<file path="config.mk">
export PLATFORM = sky130hd
export DESIGN_NAME = irq_status_unit
export DESIGN_NICKNAME = d
export VERILOG_FILES = /design/src/rtl/isu_pkg.sv /design/src/rtl/isu_pick.sv /design/src/rtl/isu_enables.sv /design/src/rtl/isu_flags.sv /design/src/rtl/irq_status_unit.sv
export SDC_FILE = /design/constraint.sdc
export NUM_CORES = 1
export LEC_CHECK = 0
export ABC_AREA = 1
export BUFFER_PORTS_ARGS = -buffer_cell sky130_fd_sc_hd__buf_2
export CORE_AREA = 2 2 65 67
export DETAILED_ROUTE_END_ITERATION = 8
export DIE_AREA = 0 0 67 69
export GPL_ROUTABILITY_DRIVEN = 0
export PLACE_DENSITY = 0.72
export RECOVER_POWER = 50
export SLEW_MARGIN = 20
export SYNTH_ARGS = -nofsm -noshare
export SYNTH_HDL_FRONTEND = slang
export SYNTH_SLANG_ARGS = --single-unit
export TNS_END_PERCENT = 1
</file>
<file path="constraint.sdc">
create_clock -name clk -period 0.8 [get_ports clk]
set_input_delay 0.12 -clock clk [delete_from_list [all_inputs] [get_ports clk]]
set_output_delay 0.12 -clock clk [all_outputs]
set_load 0.01 [all_outputs]
</file>
<file path="src/rtl/isu_pkg.sv">
package isu_pkg;
    localparam int DW      = 16;   // register data width
    localparam int AW      = 3;    // register address width
    localparam int MW      = 6;    // widest mask
    localparam int VW      = $clog2(MW + 1);

    localparam int BUSY_BIT   = 12;
    localparam int RXRDY_BIT  = 3;
    localparam int TXRDY_BIT  = 4;
    localparam int RXDMA_BIT  = 15;
    localparam int TXDMA_BIT  = 7;
    localparam int FORCE_BIT  = 11;

    localparam logic [DW-1:0] W1C_ALLOWED = 16'h0027;
    localparam logic [DW-1:0] STORE_MASK  = ~(16'h1 << BUSY_BIT);

    typedef enum logic [AW-1:0] {
        A_ENABLE = 3'd0,
        A_STATUS = 3'd1,
        A_VECTOR = 3'd2,
        A_DMACFG = 3'd3,
        A_TEST   = 3'd4
    } isu_addr_e;
endpackage

</file>
<file path="src/rtl/isu_pick.sv">
module isu_pick
    import isu_pkg::*;
#(
    parameter int W = MW
) (
    input  logic [W-1:0]               pend,
    output logic                       hit,
    output logic [W-1:0]               sel,
    output logic [$clog2(W+1)-1:0]     code
);
    localparam int CW = $clog2(W + 1);

    always_comb begin
        hit  = 1'b0;
        sel  = '0;
        code = '0;
        // scan downwards so the lowest index is assigned last and wins
        for (int i = W - 1; i >= 0; i--) begin
            if (pend[i]) begin
                hit    = 1'b1;
                sel    = '0;
                sel[i] = 1'b1;
                code   = CW'(i + 1);
            end
        end
    end

    always_comb begin
        a_r4_sel_onehot: assert ($onehot0(sel));
        a_r4_sel_pending: assert ((sel & ~pend) == '0);
    end
endmodule

</file>
<file path="src/rtl/isu_enables.sv">
module isu_enables
    import isu_pkg::*;
#(
    parameter bit NEW_VARIANT = 1'b1
) (
    input  logic          clk,
    input  logic          rst_n,
    input  logic          wr_mask,
    input  logic [MW-1:0] mask_wdata,
    input  logic          wr_dma,
    input  logic          dma_rx_wbit,
    input  logic          dma_tx_wbit,
    output logic [MW-1:0] mask_q,
    output logic          rx_en_q,
    output logic          tx_en_q
);
    localparam logic [MW-1:0] MASK_KEEP = NEW_VARIANT ? 6'h3f : 6'h1f;

    typedef struct packed {
        logic [MW-1:0] mask;
        logic          rx_en;
        logic          tx_en;
    } en_t;

    en_t en_d, en_q;

    always_comb begin
        en_d = en_q;
        if (wr_mask) begin
            en_d.mask = mask_wdata & MASK_KEEP;
        end
        if (wr_dma) begin
            en_d.rx_en = dma_rx_wbit;
            en_d.tx_en = dma_tx_wbit;
            if (dma_rx_wbit) en_d.mask[RXRDY_BIT] = 1'b0;
            if (dma_tx_wbit) en_d.mask[TXRDY_BIT] = 1'b0;
        end
    end

    always_ff @(posedge clk or negedge rst_n) begin
        if (!rst_n) en_q <= '0;
        else        en_q <= en_d;
    end

    assign mask_q  = en_q.mask;
    assign rx_en_q = en_q.rx_en;
    assign tx_en_q = en_q.tx_en;

    a_r3_rx_dma_clears_mask: assert property (@(posedge clk) disable iff (!rst_n)
        (wr_dma && dma_rx_wbit) |=> !mask_q[RXRDY_BIT]);
    a_r3_tx_dma_clears_mask: assert property (@(posedge clk) disable iff (!rst_n)
        (wr_dma && dma_tx_wbit) |=> !mask_q[TXRDY_BIT]);
    a_r3_dma_stable: assert property (@(posedge clk) disable iff (!rst_n)
        !wr_dma |=> ($stable(rx_en_q) && $stable(tx_en_q)));
endmodule

</file>
<file path="src/rtl/isu_flags.sv">
module isu_flags
    import isu_pkg::*;
#(
    parameter bit NEW_VARIANT = 1'b1
) (
    input  logic          clk,
    input  logic          rst_n,
    input  logic [DW-1:0] set_pulse,
    input  logic          w1c_en,
    input  logic [DW-1:0] w1c_data,
    input  logic [MW-1:0] vec_clr,
    input  logic          force_en,
    output logic [DW-1:0] stat_q
);
    typedef struct packed {
        logic [DW-1:0] stat;
    } fl_t;

    fl_t fl_d, fl_q;
    logic [DW-1:0] clr;

    always_comb begin
        clr = {{(DW-MW){1'b0}}, vec_clr};
        if (NEW_VARIANT && w1c_en) begin
            clr = clr | (w1c_data & W1C_ALLOWED);
        end
        fl_d.stat = fl_q.stat & ~clr;
        if (NEW_VARIANT && force_en) begin
            fl_d.stat[MW-1:0] = '1;
        end
        // set requests are applied last so they win over any clear
        fl_d.stat = (fl_d.stat | set_pulse) & STORE_MASK;
    end

    always_ff @(posedge clk or negedge rst_n) begin
        if (!rst_n) fl_q <= '0;
        else        fl_q <= fl_d;
    end

    assign stat_q = fl_q.stat;

    a_r9_set_wins: assert property (@(posedge clk) disable iff (!rst_n)
        (|(set_pulse & STORE_MASK)) |=>
            ((stat_q & $past(set_pulse & STORE_MASK)) == $past(set_pulse & STORE_MASK)));
    a_r5_ready_survives_w1c: assert property (@(posedge clk) disable iff (!rst_n)
        (w1c_en && vec_clr == '0) |=>
            ((stat_q[TXRDY_BIT:RXRDY_BIT] & $past(stat_q[TXRDY_BIT:RXRDY_BIT]))
             == $past(stat_q[TXRDY_BIT:RXRDY_BIT])));
    a_r7_busy_never_stored: assert property (@(posedge clk) disable iff (!rst_n)
        set_pulse[BUSY_BIT] |=> !stat_q[BUSY_BIT]);
endmodule

</file>
<file path="src/rtl/irq_status_unit.sv">
module irq_status_unit
    import isu_pkg::*;
#(
    parameter bit NEW_VARIANT = 1'b1
) (
    input  logic          clk,
    input  logic          rst_n,
    input  logic [15:0]   set_pulse,
    input  logic          bus_busy,
    input  logic          reg_valid,
    input  logic          reg_write,
    input  logic [2:0]    reg_addr,
    input  logic [15:0]   reg_wdata,
    output logic [15:0]   reg_rdata,
    output logic          reg_rvalid,
    output logic          irq,
    output logic          rx_dma_req,
    output logic          tx_dma_req
);
    typedef struct packed {
        logic [DW-1:0] rdata;
        logic          rvalid;
    } rd_t;

    rd_t rd_d, rd_q;

    logic          wr_fire, rd_fire, vec_fire;
    logic [DW-1:0] stat_q;
    logic [MW-1:0] mask_q;
    logic          rx_en_q, tx_en_q;
    logic          pick_hit;
    logic [MW-1:0] pick_sel;
    logic [VW-1:0] pick_code;
    logic [MW-1:0] vec_clr;

    assign wr_fire  = reg_valid && reg_write;
    assign rd_fire  = reg_valid && !reg_write;
    assign vec_fire = rd_fire && (reg_addr == A_VECTOR) && !NEW_VARIANT;
    assign vec_clr  = vec_fire ? pick_sel : '0;

    isu_enables #(.NEW_VARIANT(NEW_VARIANT)) u_en (
        .clk         (clk),
        .rst_n       (rst_n),
        .wr_mask     (wr_fire && reg_addr == A_ENABLE),
        .mask_wdata  (reg_wdata[MW-1:0]),
        .wr_dma      (wr_fire && reg_addr == A_DMACFG),
        .dma_rx_wbit (reg_wdata[RXDMA_BIT]),
        .dma_tx_wbit (reg_wdata[TXDMA_BIT]),
        .mask_q      (mask_q),
        .rx_en_q     (rx_en_q),
        .tx_en_q     (tx_en_q)
    );

    isu_flags #(.NEW_VARIANT(NEW_VARIANT)) u_fl (
        .clk       (clk),
        .rst_n     (rst_n),
        .set_pulse (set_pulse),
        .w1c_en    (wr_fire && reg_addr == A_STATUS),
        .w1c_data  (reg_wdata),
        .vec_clr   (vec_clr),
        .force_en  (wr_fire && reg_addr == A_TEST && reg_wdata[FORCE_BIT]),
        .stat_q    (stat_q)
    );

    isu_pick #(.W(MW)) u_pick (
        .pend (stat_q[MW-1:0] & mask_q),
        .hit  (pick_hit),
        .sel  (pick_sel),
        .code (pick_code)
    );

    always_comb begin
        rd_d        = '0;
        rd_d.rvalid = rd_fire;
        if (rd_fire) begin
            unique case (reg_addr)
                A_ENABLE: rd_d.rdata = {{(DW-MW){1'b0}}, mask_q};
                A_STATUS: begin
                    rd_d.rdata           = stat_q;
                    rd_d.rdata[BUSY_BIT] = bus_busy;
                end
                A_VECTOR: rd_d.rdata = NEW_VARIANT ? '0 : {{(DW-VW){1'b0}}, pick_code};
                A_DMACFG: begin
                    rd_d.rdata[RXDMA_BIT] = rx_en_q;
                    rd_d.rdata[TXDMA_BIT] = tx_en_q;
                end
                default:  rd_d.rdata = '0;
            endcase
        end
    end

    always_ff @(posedge clk or negedge rst_n) begin
        if (!rst_n) rd_q <= '0;
        else        rd_q <= rd_d;
    end

    assign reg_rdata  = rd_q.rdata;
    assign reg_rvalid = rd_q.rvalid;
    assign irq        = |(stat_q[MW-1:0] & mask_q);
    assign rx_dma_req = rx_en_q && stat_q[RXRDY_BIT];
    assign tx_dma_req = tx_en_q && stat_q[TXRDY_BIT];

    a_r4_vector_pops: assert property (@(posedge clk) disable iff (!rst_n)
        (vec_fire && pick_hit && !(|(set_pulse[MW-1:0] & pick_sel))) |=>
            ((stat_q[MW-1:0] & $past(pick_sel)) == '0));
    a_r10_rvalid_after_read: assert property (@(posedge clk) disable iff (!rst_n)
        (reg_valid && !reg_write) |=> reg_rvalid);
    a_r10_no_rvalid_after_write: assert property (@(posedge clk) disable iff (!rst_n)
        (reg_valid && reg_write) |=> !reg_rvalid);
    a_r2_dma_off_quiet: assert property (@(posedge clk) disable iff (!rst_n)
        (!rx_en_q |-> !rx_dma_req) and (!tx_en_q |-> !tx_dma_req));
endmodule

</file>
Word level (Yosys, flattened, before mapping):

Index checks and enable logic that the tools add are counted.

* output and inout bits: 20
* logic and storage cells: 37
* flip-flop bits (word level): 40
* bits of input ports: 40

* multiplexer cells: 11
* bitwise logic cells: 4
* eq/ne operators: 3
* reduce and logical (&&, ||, !) cells: 12

Operator list (count)
* $and 16x16->16: 1
* $mux 16: 1
* $not 16->16: 1
* $or 16x16->16: 1
* $pmux 7 s2: 1
* $mux 6: 2
* $logic_and 1x1->1: 9
* $mux 7: 1
* $and 6x6->6: 1
* $reduce_or 6->1: 1
* $mux 5: 1
* $pmux 1 s2: 2
* $eq 3x1->1 const B: 1
* $eq 3x2->1 const B: 1
* $eq 3x3->1 const B: 1
* $logic_not 3->1: 1
* $mux 1: 2
* $mux 2: 1
* $logic_not 1->1: 1

Logic depth before layout (Yosys ltp):

Gate-level depths: netlist (run 1).

* depth after elaboration: 7
* mapped depth: 6
* gate-level depth less buffers: 6

Cells and area by module:

From an unflattened synthesis (run 1), not the netlist that was laid out.

* cells, all modules: 178
* area, all modules: 1695.4 sq um

Modules (own cells, without submodules)
* irq_status_unit: area each 820.8 sq um, instances 1, sequential area each 425.4 sq um, cells an instance 89
* isu_flags: area each 548.0 sq um, instances 1, sequential area each 375.4 sq um, cells an instance 52
* isu_enables: area each 326.6 sq um, instances 1, sequential area each 200.2 sq um, cells an instance 37

Worst setup path after synthesis (run 1):

OpenSTA, ideal clock, no wires.

* path type: in2reg
* start: in reg_valid
* end: reg u_en.en_q (netlist bit u_en.mask_q[0])
* cell stages on the path: 6
* buffers on the path: 0
* data required time: 684 ps
* path slack: -7 ps
* arrival: 691 ps
* setup time: 116 ps
* cell sequence: nand2_1 -> clkinv_1 -> nand3_2 -> inv_2 -> nand2_1 -> nand2_1

* word-level cells in the longest chain between the ends: 2

RTL lines
* from (decl): RTL line irq_status_unit.sv:10 `input logic reg_valid,`
* $logic_and 1x1->1: RTL line irq_status_unit.sv:36 `assign wr_fire = reg_valid && reg_write;`
* $logic_and 1x1->1: RTL line irq_status_unit.sv:44 `.wr_mask (wr_fire && reg_addr == A_ENABLE),`
* to (signal assigned): RTL line isu_enables.sv:42 `else en_q <= en_d;`
* to (decl): RTL line isu_enables.sv:25 `en_t en_d, en_q;`

No other way between the ends.
A chain may end at the register's enable or synchronous reset.

Final worst setup path (run 1):

* start: reg u_fl.fl_q (netlist bit u_fl.stat_q[3])
* end: out irq

* word-level cells in the longest chain between the ends: 2

RTL lines
* from (decl): RTL line isu_flags.sv:19 `fl_t fl_d, fl_q;`
* from (signal assigned): RTL line isu_flags.sv:37 `else fl_q <= fl_d;`
* $and 6x6->6: RTL line irq_status_unit.sv:99 `assign irq = |(stat_q[MW-1:0] & mask_q);`
* $reduce_or 6->1: RTL line irq_status_unit.sv:99
* to (decl): RTL line irq_status_unit.sv:16 `output logic irq,`

No other way between the ends.

==> metrics.yaml, run 1 <==
status: "finished with violations"
violations: "setup timing"
p_leak_nw: 1.13
worstSkewPairLatency_ns: 0.30
slew_violations: 0
rsz0062_at_grt: "yes"
cts_htree_levels: 2
drive_gt1_share_pct: 40.6
dr_total_vias: 1413
die_w_um: 67
drtPass1Iterations: 4
finalNetCount: 288
hold_viol: 0
skew_ns: 0.00589
dieArea_um2: 4620
cts.sinks: 40
dp_slack_ns: -0.169
ys_seq_area_share_pct: 62.0
setup_slack_ns: -0.461
clock_tree.root_cell: "clkbuf_8"
drc: 0
critPathKind: "flip-flop to primary output"
synthTopCellsByArea: "dfrtp_1, nand2_1, a21oi_1"
core_um2: 3910
rows: 23
synth_most_common_cell: "nand2_1"
maxCapViolCount: 0
ios: 60
crit_required_ns: 0.68
irDropWorstVdd_v: 0.000881
synth-edff-count: 0
cts_made_buffers: 5
tightest_slew_ns: 0.372
min_path_type: "primary input to flip-flop"
hold_buffers: 1
syn-num-nets: 213
finalSetupTns_ns: -3.23
yosysTopAreaCell: "dfrtp_1"
clk_pin_slew_ns: 0.07
grt_overflow_total: 0
antenna_found_initial: 0
die_y_um: 69
power.total_mw: 4.51
max_slew_margin_pct: 75.2
drtAntennaViolNets: 0
fin_crit_ns: 1.26
port_buffers: 51
synth_top_area_share_pct: 62.0
syn_area_per_cell_um2: 9.33
vias_per_cell: 4.73
grt_max_degree: 41
finalWirelength_mm: 3.78
fin_crit_sh_pct: 158
clockBufferDepth: 2
arrival_ns: 1.14
wl_per_cell_um: 12.6
ys.flop_type: "dfrtp_1"
grt_pass1_wl_mm: 6.22
start_kind: "flip-flop"
setup_viol: 23
cp-end-kind: "primary output"
fmax_ghz: 0.793
crit_fanout: 2
async_flop_share_pct: 100
start_util_pct: 41.2
ys_ff_latch: 40
area_growth_pct: 38.0
synth_cell_types: 21
yosys_warnings: 0
synth_commonest_cells: "nand2_1, dfrtp_1, nor2_1"
synthCells: 173
grtUsageTotal_pct: 17.8
dp_hpwl_mm: 2.70
first_iter_violations: 69
antennaDiodeCount: 0
grt_pass1_vias: 1451
synthesis.area_um2: 1610
power_density_nw_per_um2: 2030
cts_tree: "yes"
-- cells by family after synthesis --
group           synth area share [%]
buf+inv                         5.27
simple gates                    27.3
compound gates                  5.43
flops                           62.0
-- stage by stage --
stage | cell area [µm²] | instances | util [%] | hold slack, ns
floorplan | 1620 | 173 | - | -0.176
global placement | 2080 | 290 | 53.1 | 0.100
detailed placement | 2080 | 290 | 53.1 | 0.115
CTS | 2200 | 299 | 56.2 | -0.00392
global route | 2230 | 299 | 56.9 | -0.00403
finish | 2230 | 299 | 56.9 | 0.0113
-- cell usage in the layout, fill, tap and decap left out, types with 2 or more instances in the layout --
cell type / Yosys / layout
clkinv_2: 1 / 2
o21ai_0: 2 / 2
nand3_1: 8 / 7
buf_6: 2 / 5
dfrtp_1: 40 / 40
or2_4: 0 / 6
inv_1: 9 / 9
buf_2: 1 / 48
or2_2: 9 / 3
buf_4: 1 / 16
nand4_1: 4 / 4
clkbuf_8: 0 / 5
nor2_1: 15 / 13
a21oi_1: 12 / 10
inv_2: 2 / 2
clkbuf_1: 0 / 2
nand2_1: 58 / 57
a21oi_2: 2 / 4
nor2_2: 2 / 4
-- what timing repair did --
action                                 in CTS  in global routing
resized for setup                           1                 15
pin swaps                                   3                  2
setup buffers                               0                  0
endpoints found under the hold margin      42                  1
setup endpoints to repair                  22                 33
-- state kept, by name, indices dropped and copies added (netlist names) --
| signal | flops |
|---|---|
| u_en.mask_q | 6 |
| reg_rdata | 16 |
| reg_rvalid | 1 |
| u_en.tx_en_q | 1 |
| u_fl.stat_q | 15 |
| u_en.rx_en_q | 1 |
-- critical path, stage by stage (launching register included) --
cell	delay (ns)
dfrtp_1	0.40
nand2_1	0.08
nand2_1	0.07
a21oi_2	0.12
nand2_1	0.06
buf_2	0.13
-- final timing paths --
| path | endpoint | slack [ns] | cells after the start | start |
|---|---|---|---|---|
| worst min register to register | u_fl.stat_q[8] | 0.47 | 1 | u_fl.stat_q[8] |
| worst max-delay path | irq | -0.46 | 5 | u_fl.stat_q[3] |
| worst max register to register | u_en.mask_q[4] | -0.07 | 5 | u_en.mask_q[4] |
| min in group asynchronous | reg_rdata[12] | 0.37 | 3 | rst_n |
| worst min-delay path | u_fl.stat_q[0] | 0.01 | 3 | set_pulse[0] |
| max in group asynchronous | u_en.mask_q[1] | 0.15 | 3 | rst_n |
-- layout make-up --
| class | instances | area [µm²] |
|---|---|---|
| Clock buffer | 6 | 72.6 |
| Clock inverter | 2 | 35.0 |
| Fill cell | 375 | 1690 |
| Inverter | 13 | 50.0 |
| Multi-Input combinational cell | 116 | 571 |
| Sequential cell | 40 | 1000 |
| Tap cell | 50 | 62.6 |
| Timing Repair Buffer | 72 | 435 |
-- routing by layer --
layer	global-route usage (%)	up-vias	part of all wire, %
met2	29.3	54	51
met3	4.40	10	5.9
met5	0	-	0
li1	-	692	-
met4	10.7	0	2.8
met1	20.2	657	40
-- power by group --
group	internal [mW]	switching (mW)	total, mW
Combinational	0.322	0.378	0.700
Clock	0.925	0.685	1.61
Sequential	2.13	0.0681	2.20
(Power assumes the default switching activity.)
==> run 2: changes to the inputs <==
- CORE_AREA: 2 2 65 67 -> 2 2 63 65
- CTS_BUF_LIST: default -> sky130_fd_sc_hd__clkbuf_2
- DIE_AREA: 0 0 67 69 -> 0 0 65 67
- PLACE_DENSITY: 0.72 -> 0.76
==> run 2 against run 1 <==
- the run still ends with setup timing left
- worst setup slack got worse by 0.17 ns
- critical path depth unchanged
- utilization grew 12 points
- routed wire length rose by 5.1%
- die area shrank 5.8%
==> metrics.yaml, run 2 (synthesized netlist as in run 1, its figures left out) <==
fin_crit_ns: 1.43  # was 1.26 ns
area_growth_pct: 54.0  # was 38.0%
p_leak_nw: 1.22  # was 1.13 nW
start_kind: "flip-flop"  # unchanged
drc: 0  # unchanged
finalWirelength_mm: 3.97  # was 3.78 mm
core_um2: 3610  # was 3910 µm²
first_iter_violations: 97  # was 69
cts_made_buffers: 5  # unchanged
violations: "setup timing"  # unchanged
drtPass1Iterations: 5  # was 4
maxCapViolCount: 0  # unchanged
dp_slack_ns: -0.146  # was -0.169 ns
vias_per_cell: 4.59  # was 4.73
cts.sinks: 40  # unchanged
start_util_pct: 44.8  # was 41.2%
layout_commonest_cell: "nand2_1"  # unchanged
critPathLaunch: "u_fl.stat_q[5]"  # was u_fl.stat_q[3]
critPathMaxStageDelay_ns: 0.45  # was 0.40 ns
clock_tree.root_cell: "clkbuf_2"  # was clkbuf_8
slew_violations: 0  # unchanged
setup_viol: 29  # was 23
intPower_mw: 2.79  # was 3.38 mW
crit-reg2reg-launch: "u_fl.stat_q[4]"  # was u_en.mask_q[4]
rows: 22  # was 23
hold_viol: 0  # unchanged
setup_slack_ns: -0.632  # was -0.461 ns
dieArea_um2: 4360  # was 4620 µm²
dr_total_vias: 1481  # was 1,413
power_density_nw_per_um2: 1590  # was 2030 nW/µm²
largest_reg_flops: 16  # unchanged
clockPowerShare_pct: 22.3  # was 35.7%
die_w_um: 65  # was 67 µm
fmax_ghz: 0.699  # was 0.793 GHz
switchingPower_mw: 1.16  # was 1.13 mW
grt_max_degree: 18  # was 41
final_cell_mix: "nand2_1, buf_2, dfrtp_1, dlygate4sd3_1, buf_4"  # was nand2_1, buf_2, dfrtp_1, buf_4, nor2_1
rsz0062_at_grt: "yes"  # unchanged
die_y_um: 67  # was 69 µm
hold_start: "reg_wdata[7]"  # was set_pulse[0]
crit_required_ns: 0.68  # about the same
clk_pin_slew_ns: 0.21  # was 0.07 ns
skew_ns: 0.0189  # was 0.00589 ns
tightest_slew_ns: 0.502  # was 0.372 ns
cpMostUsedCell: "nand2_1"  # unchanged
arrival_ns: 1.31  # was 1.14 ns
wl_per_cell_um: 12.3  # was 12.6 µm
drtAntennaViolNets: 0  # unchanged
port_buffers: 51  # unchanged
seqPwrFrac_pct: 55.9  # was 48.8%
antenna_found_initial: 0  # unchanged
grtUsageTotal_pct: 19.2  # was 17.8%
grt_overflow_total: 0  # unchanged
power_frac_comb_pct: 21.9  # was 15.5%
clockBufferDepth: 2  # unchanged
grt_pass1_vias: 1419  # was 1,451
cp-end-kind: "primary output"  # unchanged
crit_chain: "nand2_1, nand2_1, a21oi_2, nand2_1, buf_6"  # was nand2_1, nand2_1, a21oi_2, nand2_1, buf_2
cts_tree: "yes"  # unchanged
status: "finished with violations"  # unchanged
whs_ns: 0.0318  # was 0.0113 ns
placed_cell_area_um2: 2100  # was 2080 µm²
max_slew_margin_pct: 66.6  # was 75.2%
antennaDiodeCount: 0  # unchanged
fin_crit_sh_pct: 179  # was 158%
dp_hpwl_mm: 2.59  # was 2.70 mm
slowest_stage: "dfrtp_1"  # unchanged
final_cell_area_um2: 2490  # was 2230 µm²
cts_htree_levels: 2  # unchanged
drive_gt1_share_pct: 41.1  # was 40.6%
grt_pass1_wl_mm: 6.20  # was 6.22 mm
worstSkewPairLatency_ns: 0.41  # was 0.30 ns
irDropWorstVdd_v: 0.00108  # was 0.000881 V
crit_fanout: 2  # unchanged
ios: 60  # unchanged
netSwitchingFraction_pct: 29.4  # was 25.1%
min_path_type: "primary input to flip-flop"  # unchanged
critPathKind: "flip-flop to primary output"  # unchanged
power.total_mw: 3.95  # was 4.51 mW
finalNetCount: 314  # was 288
## run 2: changes by cell type in the layout (fill, tap and decap cells not counted), moves of 3 or more
cell           before  now
clkbuf_2            1    5
dlygate4sd3_1       1   24
clkbuf_8            5    1
or2_2               3    0
buf_6               5    8
a21oi_1            10    7
nand2_2             1    5
or2_4               6    9
a21oi_2             4    7
nand2_1            57   53
## run 2: layer usage
metal  up-vias  global-route usage [%]  wire [µm]
met5         -                       0          0
met4         0                    10.1         68
met3         7                    4.73        195
met2        48                    31.2       1970
met1       677                    23.6       1730
li1        749                       -          -
## run 2: path summary, 6_finish.rpt
kind,end,slack [ns],cells past startpoint
worst max-delay path,irq,-0.63,5
worst min-delay path,u_en.mask_q[4],0.03,4
worst max register to register,reg_rdata[4],-0.07,3
worst min register to register,u_fl.stat_q[9],0.51,1
max in group asynchronous,u_en.mask_q[0],0.04,3
min in group asynchronous,u_fl.stat_q[11],0.16,2
## run 2: power by group through the flow
stage	Clock [mW]	Sequential, mW	Combinational (mW)
detailed placement	0	2.24	0.657
finish	0.881	2.21	0.864
floorplan	0	2.24	0.276
CTS	0.892	2.19	0.778
global route	0.996	2.22	0.951
global placement	0	2.23	0.649
## run 2: area by class of cell
cell class,count,area (µm²)
Clock buffer,5,25.0
Sequential cell,40,1000
Fill cell,283,1120
Tap cell,48,60.1
Clock inverter,3,18.8
Timing Repair Buffer,98,719
Inverter,13,50.0
Multi-Input combinational cell,116,612
## run 2: what timing repair did
action                                  4_1_cts  5_1_grt
hold buffers                                 24        0
pin swaps                                     2        5
endpoints found under the setup margin       26       40
buffers inserted                              1        0
hold endpoints to repair                     63        0
gates resized for setup                       3       31
## run 2: stage by stage
stage               TNS [ns]  util [%]  std cells
finish                 -6.12      68.9        323
global route           -8.76      68.9        323
CTS                    -6.19      66.8        323
detailed placement     -3.01      58.4        290
global placement       -3.02      58.4        290
floorplan                  0         -        173
## run 2: worst max-delay path, delay by kind of cell, from the launching register on
kind / cells / cell delay [ns]
flops: 1 / 0.45
simple gates: 3 / 0.23
buf+inv: 1 / 0.13
compound gates: 1 / 0.10
